<file path="src/rtl/prt_pkg.sv">
package prt_pkg;

  localparam int unsigned PRT_NUM_REGS = 32;
  localparam int unsigned PRT_DATA_W   = 32;
  localparam int unsigned PRT_PC_W     = 32;
  localparam int unsigned PRT_CNT_W    = 2;
  localparam int unsigned PRT_NUM_RD   = 2;

  // One link request as seen by a single register slot.
  typedef struct packed {
    logic add_a;
    logic add_b;
    logic drop_a;
    logic drop_b;
  } link_hits_t;

endpackage

</file>
<file path="src/rtl/prt_value_bank.sv">
module prt_value_bank #(
  parameter int unsigned NUM_REGS = prt_pkg::PRT_NUM_REGS,
  parameter int unsigned DATA_W   = prt_pkg::PRT_DATA_W,
  parameter int unsigned PC_W     = prt_pkg::PRT_PC_W,
  parameter int unsigned NUM_RD   = prt_pkg::PRT_NUM_RD,
  localparam int unsigned AW      = $clog2(NUM_REGS)
) (
  input  logic              clk,
  input  logic              rst,
  input  logic              wr_en,
  input  logic [AW-1:0]     wr_idx,
  input  logic [DATA_W-1:0] wr_data,
  input  logic [PC_W-1:0]   wr_pc,
  input  logic [AW-1:0]     rd_idx  [NUM_RD],
  output logic [DATA_W-1:0] rd_data [NUM_RD],
  output logic [PC_W-1:0]   rd_pc   [NUM_RD]
);

  logic [DATA_W-1:0] val_mem [NUM_REGS];
  logic [PC_W-1:0]   pc_mem  [NUM_REGS];

  // Storage: cleared on reset, written on the write strobe.
  always_ff @(posedge clk) begin
    if (rst) begin
      for (int r = 0; r < NUM_REGS; r++) begin
        val_mem[r] <= '0;
        pc_mem[r]  <= '0;
      end
    end else if (wr_en) begin
      val_mem[wr_idx] <= wr_data;
      pc_mem[wr_idx]  <= wr_pc;
    end
  end

  // Registered read ports with write-first forwarding.
  for (genvar g = 0; g < NUM_RD; g++) begin : g_rd
    logic fwd;
    assign fwd = wr_en && (rd_idx[g] == wr_idx);

    always_ff @(posedge clk) begin
      if (rst) begin
        rd_data[g] <= '0;
        rd_pc[g]   <= '0;
      end else if (fwd) begin
        rd_data[g] <= wr_data;
        rd_pc[g]   <= wr_pc;
      end else begin
        rd_data[g] <= val_mem[rd_idx[g]];
        rd_pc[g]   <= pc_mem[rd_idx[g]];
      end
    end

    // a same-cycle write to the addressed register is visible next cycle
    p_bypass_r3: assert property (@(posedge clk) disable iff (rst)
      (wr_en && rd_idx[g] == wr_idx) |=>
        (rd_data[g] == $past(wr_data) && rd_pc[g] == $past(wr_pc)));
  end

endmodule

</file>
<file path="src/rtl/prt_link_counter.sv">
module prt_link_counter #(
  parameter int unsigned CNT_W = prt_pkg::PRT_CNT_W
) (
  input  logic                clk,
  input  logic                rst,
  input  prt_pkg::link_hits_t hits,
  output logic [CNT_W-1:0]    count
);

  localparam int unsigned SW = CNT_W + 2;
  localparam logic [SW-1:0] MAXV = SW'((1 << CNT_W) - 1);

  logic [SW-1:0]    up_sum;
  logic [SW-1:0]    dn_sum;
  logic [SW-1:0]    diff;
  logic [CNT_W-1:0] next_count;

  // Net change applied once, clamped at both ends.
  always_comb begin
    up_sum = {2'b00, count}
           + {{(SW-1){1'b0}}, hits.add_a}
           + {{(SW-1){1'b0}}, hits.add_b};
    dn_sum = {{(SW-1){1'b0}}, hits.drop_a}
           + {{(SW-1){1'b0}}, hits.drop_b};
    diff   = up_sum - dn_sum;
    if (dn_sum >= up_sum) begin
      next_count = '0;
    end else if (diff > MAXV) begin
      next_count = MAXV[CNT_W-1:0];
    end else begin
      next_count = diff[CNT_W-1:0];
    end
  end

  always_ff @(posedge clk) begin
    if (rst) begin
      count <= '0;
    end else begin
      count <= next_count;
    end
  end

  // with no increment, a zero count stays at zero
  p_floor_r5: assert property (@(posedge clk) disable iff (rst)
    (count == '0 && !hits.add_a && !hits.add_b) |=> (count == '0));

  // with no decrement, a full count stays full
  p_ceiling_r4: assert property (@(posedge clk) disable iff (rst)
    (count == MAXV[CNT_W-1:0] && !hits.drop_a && !hits.drop_b)
      |=> (count == MAXV[CNT_W-1:0]));

  // a cycle with no requests leaves the count unchanged
  p_quiet_r6: assert property (@(posedge clk) disable iff (rst)
    (hits == '0) |=> $stable(count));

endmodule

</file>
<file path="src/rtl/prt_search_gate.sv">
module prt_search_gate #(
  parameter int unsigned NUM_REGS = prt_pkg::PRT_NUM_REGS,
  parameter int unsigned CNT_W    = prt_pkg::PRT_CNT_W,
  localparam int unsigned AW      = $clog2(NUM_REGS)
) (
  input  logic                      clk,
  input  logic                      rst,
  input  logic                      wr_en,
  input  logic [AW-1:0]             wr_idx,
  input  logic [NUM_REGS*CNT_W-1:0] cnt_flat,
  output logic                      search_req
);

  logic [CNT_W-1:0] dest_cnt;
  logic             hit;

  always_comb begin
    dest_cnt = cnt_flat[int'(wr_idx)*CNT_W +: CNT_W];
    hit      = wr_en && (wr_idx != '0) && (dest_cnt != '0);
  end

  always_ff @(posedge clk) begin
    if (rst) begin
      search_req <= 1'b0;
    end else begin
      search_req <= hit;
    end
  end

  // the flag only follows a write to a register other than 0
  p_flag_source_r8: assert property (@(posedge clk) disable iff (rst)
    search_req |-> $past(wr_en && wr_idx != '0));

  // a write to register 0 never raises the flag
  p_zero_quiet_r7: assert property (@(posedge clk) disable iff (rst)
    (wr_en && wr_idx == '0) |=> !search_req);

endmodule

</file>
<file path="src/rtl/prod_reg_unit.sv">
module prod_reg_unit #(
  parameter int unsigned NUM_REGS = prt_pkg::PRT_NUM_REGS,
  parameter int unsigned DATA_W   = prt_pkg::PRT_DATA_W,
  parameter int unsigned PC_W     = prt_pkg::PRT_PC_W,
  parameter int unsigned CNT_W    = prt_pkg::PRT_CNT_W,
  localparam int unsigned AW      = $clog2(NUM_REGS)
) (
  input  logic              clk,
  input  logic              rst,
  input  logic              wb_en,
  input  logic [AW-1:0]     wb_rd,
  input  logic [DATA_W-1:0] wb_data,
  input  logic [PC_W-1:0]   wb_pc,
  input  logic [AW-1:0]     rda_idx,
  output logic [DATA_W-1:0] rda_value,
  output logic [PC_W-1:0]   rda_pc,
  input  logic [AW-1:0]     rdb_idx,
  output logic [DATA_W-1:0] rdb_value,
  output logic [PC_W-1:0]   rdb_pc,
  input  logic              link_add0_en,
  input  logic [AW-1:0]     link_add0_idx,
  input  logic              link_add1_en,
  input  logic [AW-1:0]     link_add1_idx,
  input  logic              link_drop0_en,
  input  logic [AW-1:0]     link_drop0_idx,
  input  logic              link_drop1_en,
  input  logic [AW-1:0]     link_drop1_idx,
  output logic              search_req
);

  localparam int unsigned NUM_RD = 2;

  logic [AW-1:0]     rd_idx  [NUM_RD];
  logic [DATA_W-1:0] rd_data [NUM_RD];
  logic [PC_W-1:0]   rd_pc   [NUM_RD];

  assign rd_idx[0] = rda_idx;
  assign rd_idx[1] = rdb_idx;
  assign rda_value = rd_data[0];
  assign rda_pc    = rd_pc[0];
  assign rdb_value = rd_data[1];
  assign rdb_pc    = rd_pc[1];

  prt_value_bank #(
    .NUM_REGS(NUM_REGS), .DATA_W(DATA_W), .PC_W(PC_W), .NUM_RD(NUM_RD)
  ) u_bank (
    .clk     (clk),
    .rst     (rst),
    .wr_en   (wb_en),
    .wr_idx  (wb_rd),
    .wr_data (wb_data),
    .wr_pc   (wb_pc),
    .rd_idx  (rd_idx),
    .rd_data (rd_data),
    .rd_pc   (rd_pc)
  );

  logic [NUM_REGS*CNT_W-1:0] cnt_flat;

  for (genvar r = 0; r < NUM_REGS; r++) begin : g_link
    if (r == 0) begin : g_none
      // Register 0 keeps no link count.
      assign cnt_flat[CNT_W-1:0] = '0;
    end else begin : g_cnt
      prt_pkg::link_hits_t hits;
      logic [CNT_W-1:0]    cnt;

      assign hits.add_a  = link_add0_en  && (link_add0_idx  == AW'(r));
      assign hits.add_b  = link_add1_en  && (link_add1_idx  == AW'(r));
      assign hits.drop_a = link_drop0_en && (link_drop0_idx == AW'(r));
      assign hits.drop_b = link_drop1_en && (link_drop1_idx == AW'(r));

      prt_link_counter #(.CNT_W(CNT_W)) u_cnt (
        .clk   (clk),
        .rst   (rst),
        .hits  (hits),
        .count (cnt)
      );

      assign cnt_flat[r*CNT_W +: CNT_W] = cnt;
    end
  end

  prt_search_gate #(.NUM_REGS(NUM_REGS), .CNT_W(CNT_W)) u_gate (
    .clk        (clk),
    .rst        (rst),
    .wr_en      (wb_en),
    .wr_idx     (wb_rd),
    .cnt_flat   (cnt_flat),
    .search_req (search_req)
  );

  // outputs are zero on the cycle after a reset cycle
  p_reset_clear_r1: assert property (@(posedge clk)
    rst |=> (rda_value == '0 && rda_pc == '0 && rdb_value == '0 &&
             rdb_pc == '0 && !search_req));

endmodule

</file>
<file path="config.mk">
export PLATFORM = sky130hd
export DESIGN_NAME = prod_reg_unit
export DESIGN_NICKNAME = d
export VERILOG_FILES = /design/src/rtl/prt_pkg.sv /design/src/rtl/prt_value_bank.sv /design/src/rtl/prt_link_counter.sv /design/src/rtl/prt_search_gate.sv /design/src/rtl/prod_reg_unit.sv
export SDC_FILE = /design/constraint.sdc
export NUM_CORES = 2
export LEC_CHECK = 0
export ABC_AREA = 0
export ABC_CLOCK_PERIOD_IN_PS = 10290
export BUFFER_PORTS_ARGS = -buffer_cell sky130_fd_sc_hd__buf_2
export CAP_MARGIN = 20
export CORE_ASPECT_RATIO = 1.1
export CORE_MARGIN = 5
export CORE_UTILIZATION = 30
export CTS_CLUSTER_SIZE = 20
export DETAILED_ROUTE_END_ITERATION = 8
export PLACE_DENSITY_LB_ADDON = 0.08
export SETUP_SLACK_MARGIN = 0.05
export SYNTH_ARGS = -nofsm -noshare
export SYNTH_HDL_FRONTEND = slang
export SYNTH_SLANG_ARGS = --single-unit
export TNS_END_PERCENT = 5
</file>
<file path="constraint.sdc">
create_clock -name clk -period 10.29 [get_ports clk]
set_input_delay 1.5435 -clock clk [delete_from_list [all_inputs] [get_ports clk]]
set_output_delay 1.5435 -clock clk [all_outputs]
set_load 0.01 [all_outputs]
</file>
==> key figures <==
CTS
  – CTS Buf Count: 282
  – Later-pin clock latency in the skew report: 0.96 ns
  – Worst-case clock buffer depth: 4
  – # hold bufs at CTS: 0
  – Sink Count: 2239
  – CTS tree: built
  – H-Tree Depth: 5
  – Clk slew on worst S/H paths: 0.06 ns
  – Cts repair resizes: 0
  – CTS root buf: clkbuf_16
  – Buffer count from post-CTS setup fixing: 0

Floorplan
  – Initial core utilization: 30.1%
  – I/O pin cnt: 235
  – Die area: 419000 µm²
  – Die height: 678 µm
  – # rows: 245
  – Core area: 405000 µm²
  – Die Wd: 618 µm

Timing
  – RSZ-0062 raised after global routing: false
  – Hold_ws: 0.830 ns
  – Period utilization: 50.1%
  – Worst Clk Skew: 0.0546 ns
  – Finish-stage setup viols: 0
  – Post-route minimum period: 5.15 ns
  – F_max: 194 MHz
  – Slew Limit Headroom: 17.0%
  – Setup_tns: 0 ns
  – Slew @ Worst Pin: 1.24 ns
  – Max-slew violations: 0
  – Final Hold Fails: 0

Place
  – Routability cong.: 0.822
  – Post-DP HPWL: 345000 µm
  – Port bufs: 234

Global routing
  – Initial antenna violation count: 115
  – Largest net degree at the start of global routing: 89
  – First-pass GRT wire length: 781000 µm
  – Overall Global Routing Usage: 27.3%
  – Gr ovfl total: 0
  – Number of global-route vias before repair: 82.1k

Worst setup path
  – Critical path class: in -> reg
  – Crit path max fanout: 26
  – Worst EP required: 10.83 ns
  – Worst Setup End Kind: register
  – Crit path launch type: primary input
  – Crit path DAT: 5.69 ns

Synth
  – Register area share after synthesis: 53.6%
  – Synthesized area per cell: 14.2 µm²
  – Share of the synthesized area in the top cell type: 50.5%
  – Cells after synthesis: 8552
  – Netlist Area Pre-Place: 122000 µm²
  – Largest cells by area after synthesis: edfxtp_1 50%, mux4_2 18%, and2_1 10%, mux2i_1 3.3%, dfxtp_1 3.1%
  – Post-synth EDFFs: 2048
  – Cell taking the most area after synthesis: edfxtp_1
  – Synth Flop Type: edfxtp_1
  – Post-synth cell types: 71
  – Ys async rst share: 0%
  – Syn_nets: 8906
  – Yosys warnings: 0
  – Synthesized flop and latch total: 2239

Detailed routing
  – DR WL/cell: 41.4 µm
  – DR vias/cell: 5.82
  – Drt drc: 0
  – 1st-iter DRT viols: 10.5k
  – DRT antenna net count: 0
  – First-pass DRT Iterations: 6
  – Total number of vias: 82.3k
  – Final wirelength: 586000 µm

Pwr
  – Leak: 0.0485 µW
  – Cell area power density: 173 nW/µm²
  – VDD IR max: 0.129 mV

Min path
  – Worst min-delay path category: reg -> reg

Final layout
  – Synth-to-Final Area Change: 13.9%
  – Layout cells sized above 1: 23.5%
  – # nets final: 8893

Status
  – Status: finished clean

Flow run
  – Maxcap violations: 0
sequential cells by signal, summed over array words and instances (netlist names):
signal                    count
u_bank.pc_mem              1024
u_bank.val_mem             1024
g_link.g_cnt.u_cnt.count     62
u_gate.search_req             1
u_bank.rd_pc                 64
u_bank.rd_data               64
metrics by stage:
stage | util [%] | total power, µW | worst slack [ns] | area [µm²] | std cells
after floorplan | - | 12500 | 2.55 | 122000 | 8552
after global placement | 31.9 | 13800 | 4.34 | 129000 | 13555
after detailed placement | 31.9 | 13800 | 4.33 | 129000 | 13564
after CTS | 34.2 | 24200 | 5.30 | 139000 | 14076
after global routing | 34.2 | 24700 | 5.31 | 139000 | 14087
final | 34.3 | 24000 | 5.14 | 139000 | 14147
Yosys cell counts (42+ instances only):
cell and n:
o22ai_1 63, a211oi_1 98, a221oi_1 77, nand2_1 206, nand2b_1 70, mux2_2 43, nor3_1 87, a221o_1 46
edfxtp_1 2048, a22oi_1 50, dfxtp_1 191, nor2_1 310, buf_2 140, buf_6 42, mux4_2 961, clkbuf_1 539
and2_1 2028, fa_1 62, nand3_1 67, ha_1 186, buf_4 77, inv_1 133, mux2i_1 397, a21oi_1 143
o21ai_0 152
cells by family after synthesis:
family	count (synthesis)	synth area share (%)
flip-flops	2239	53.6
multiplexers	1401	21.4
XOR/XNOR	28	0.201
AND/OR/NAND/NOR	2869	13.6
adder cells (fa/ha/maj)	248	2.93
AO/OA/AOI/OAI	809	4.60
buffers and inverters	958	3.68
metal layers:
metal / vias up / part of all wire [%] / track usage, % / wire (µm)
met3: 916 / 7.3 / 4.16 / 42700
li1: 32556 / - / - / -
met5: - / 0.011 / 0 / 64
met1: 44499 / 40 / 36.0 / 236000
met2: 4284 / 48 / 45.0 / 281000
met4: 10 / 4.4 / 11.3 / 25900
worst paths after layout:
kind              slack (ns)  cells past startpoint                         endpoint                       startpoint
hold reg to reg         0.83                      4                 u_bank.rd_pc[13]             u_bank.pc_mem[3][13]
setup / recovery        5.14                      7            u_bank.pc_mem[20][18]                              rst
setup reg to reg        7.68                      8  g_link[22].g_cnt.u_cnt.count[0]  g_link[22].g_cnt.u_cnt.count[0]
hold / removal          0.83                      4                 u_bank.rd_pc[13]             u_bank.pc_mem[3][13]
cell type report:
cell class | instances | area (µm²)
fillers | 38794 | 266000
diodes | 70 | 175
clock buffers | 378 | 7710
clock inverters | 134 | 1620
inverters | 137 | 552
well taps | 5310 | 6640
flip-flops and latches | 2239 | 65300
multi-input cells | 5355 | 52800
repair buffers | 524 | 3880
critical path, stage by stage:
cell     delay (ns)
buf_6          0.16
nor2b_1        0.92
nand2_2        0.05
buf_4          0.36
o21ai_4        1.00
buf_4          0.83
buf_4          0.74
power by group:
part	internal, µW	switching [µW]	leakage [µW]
combinational	1050	1850	0.0229
sequential	10400	314	0.0211
clock	6050	4330	0.00455
cells in the final DEF (no fill, tap or decap), types with 23 or more instances in the layout:
master and instances:
mux2_2 43, o221ai_1 35, a22oi_1 50, o22ai_1 63, a221oi_1 77, clkbuf_16 287
buf_12 31, a21oi_1 143, nand2b_1 65, nor2_4 43, a221o_1 46, nand3_1 66
mux2i_1 397, xnor2_1 28, nor2_1 265, inv_1 128, buf_4 256, edfxtp_1 2048
o21ai_0 117, o21ai_4 33, ha_1 186, buf_2 225, a211oi_1 98, fa_1 62
nor3_1 87, nand2_1 203, clkinv_2 44, clkbuf_1 72, diode_2 70, mux4_2 961
and2_1 2026, bufinv_16 30, nor2b_1 26, nand3b_1 23, clkinv_1 31, dfxtp_1 191
Power figures use the tool's default switching activity.
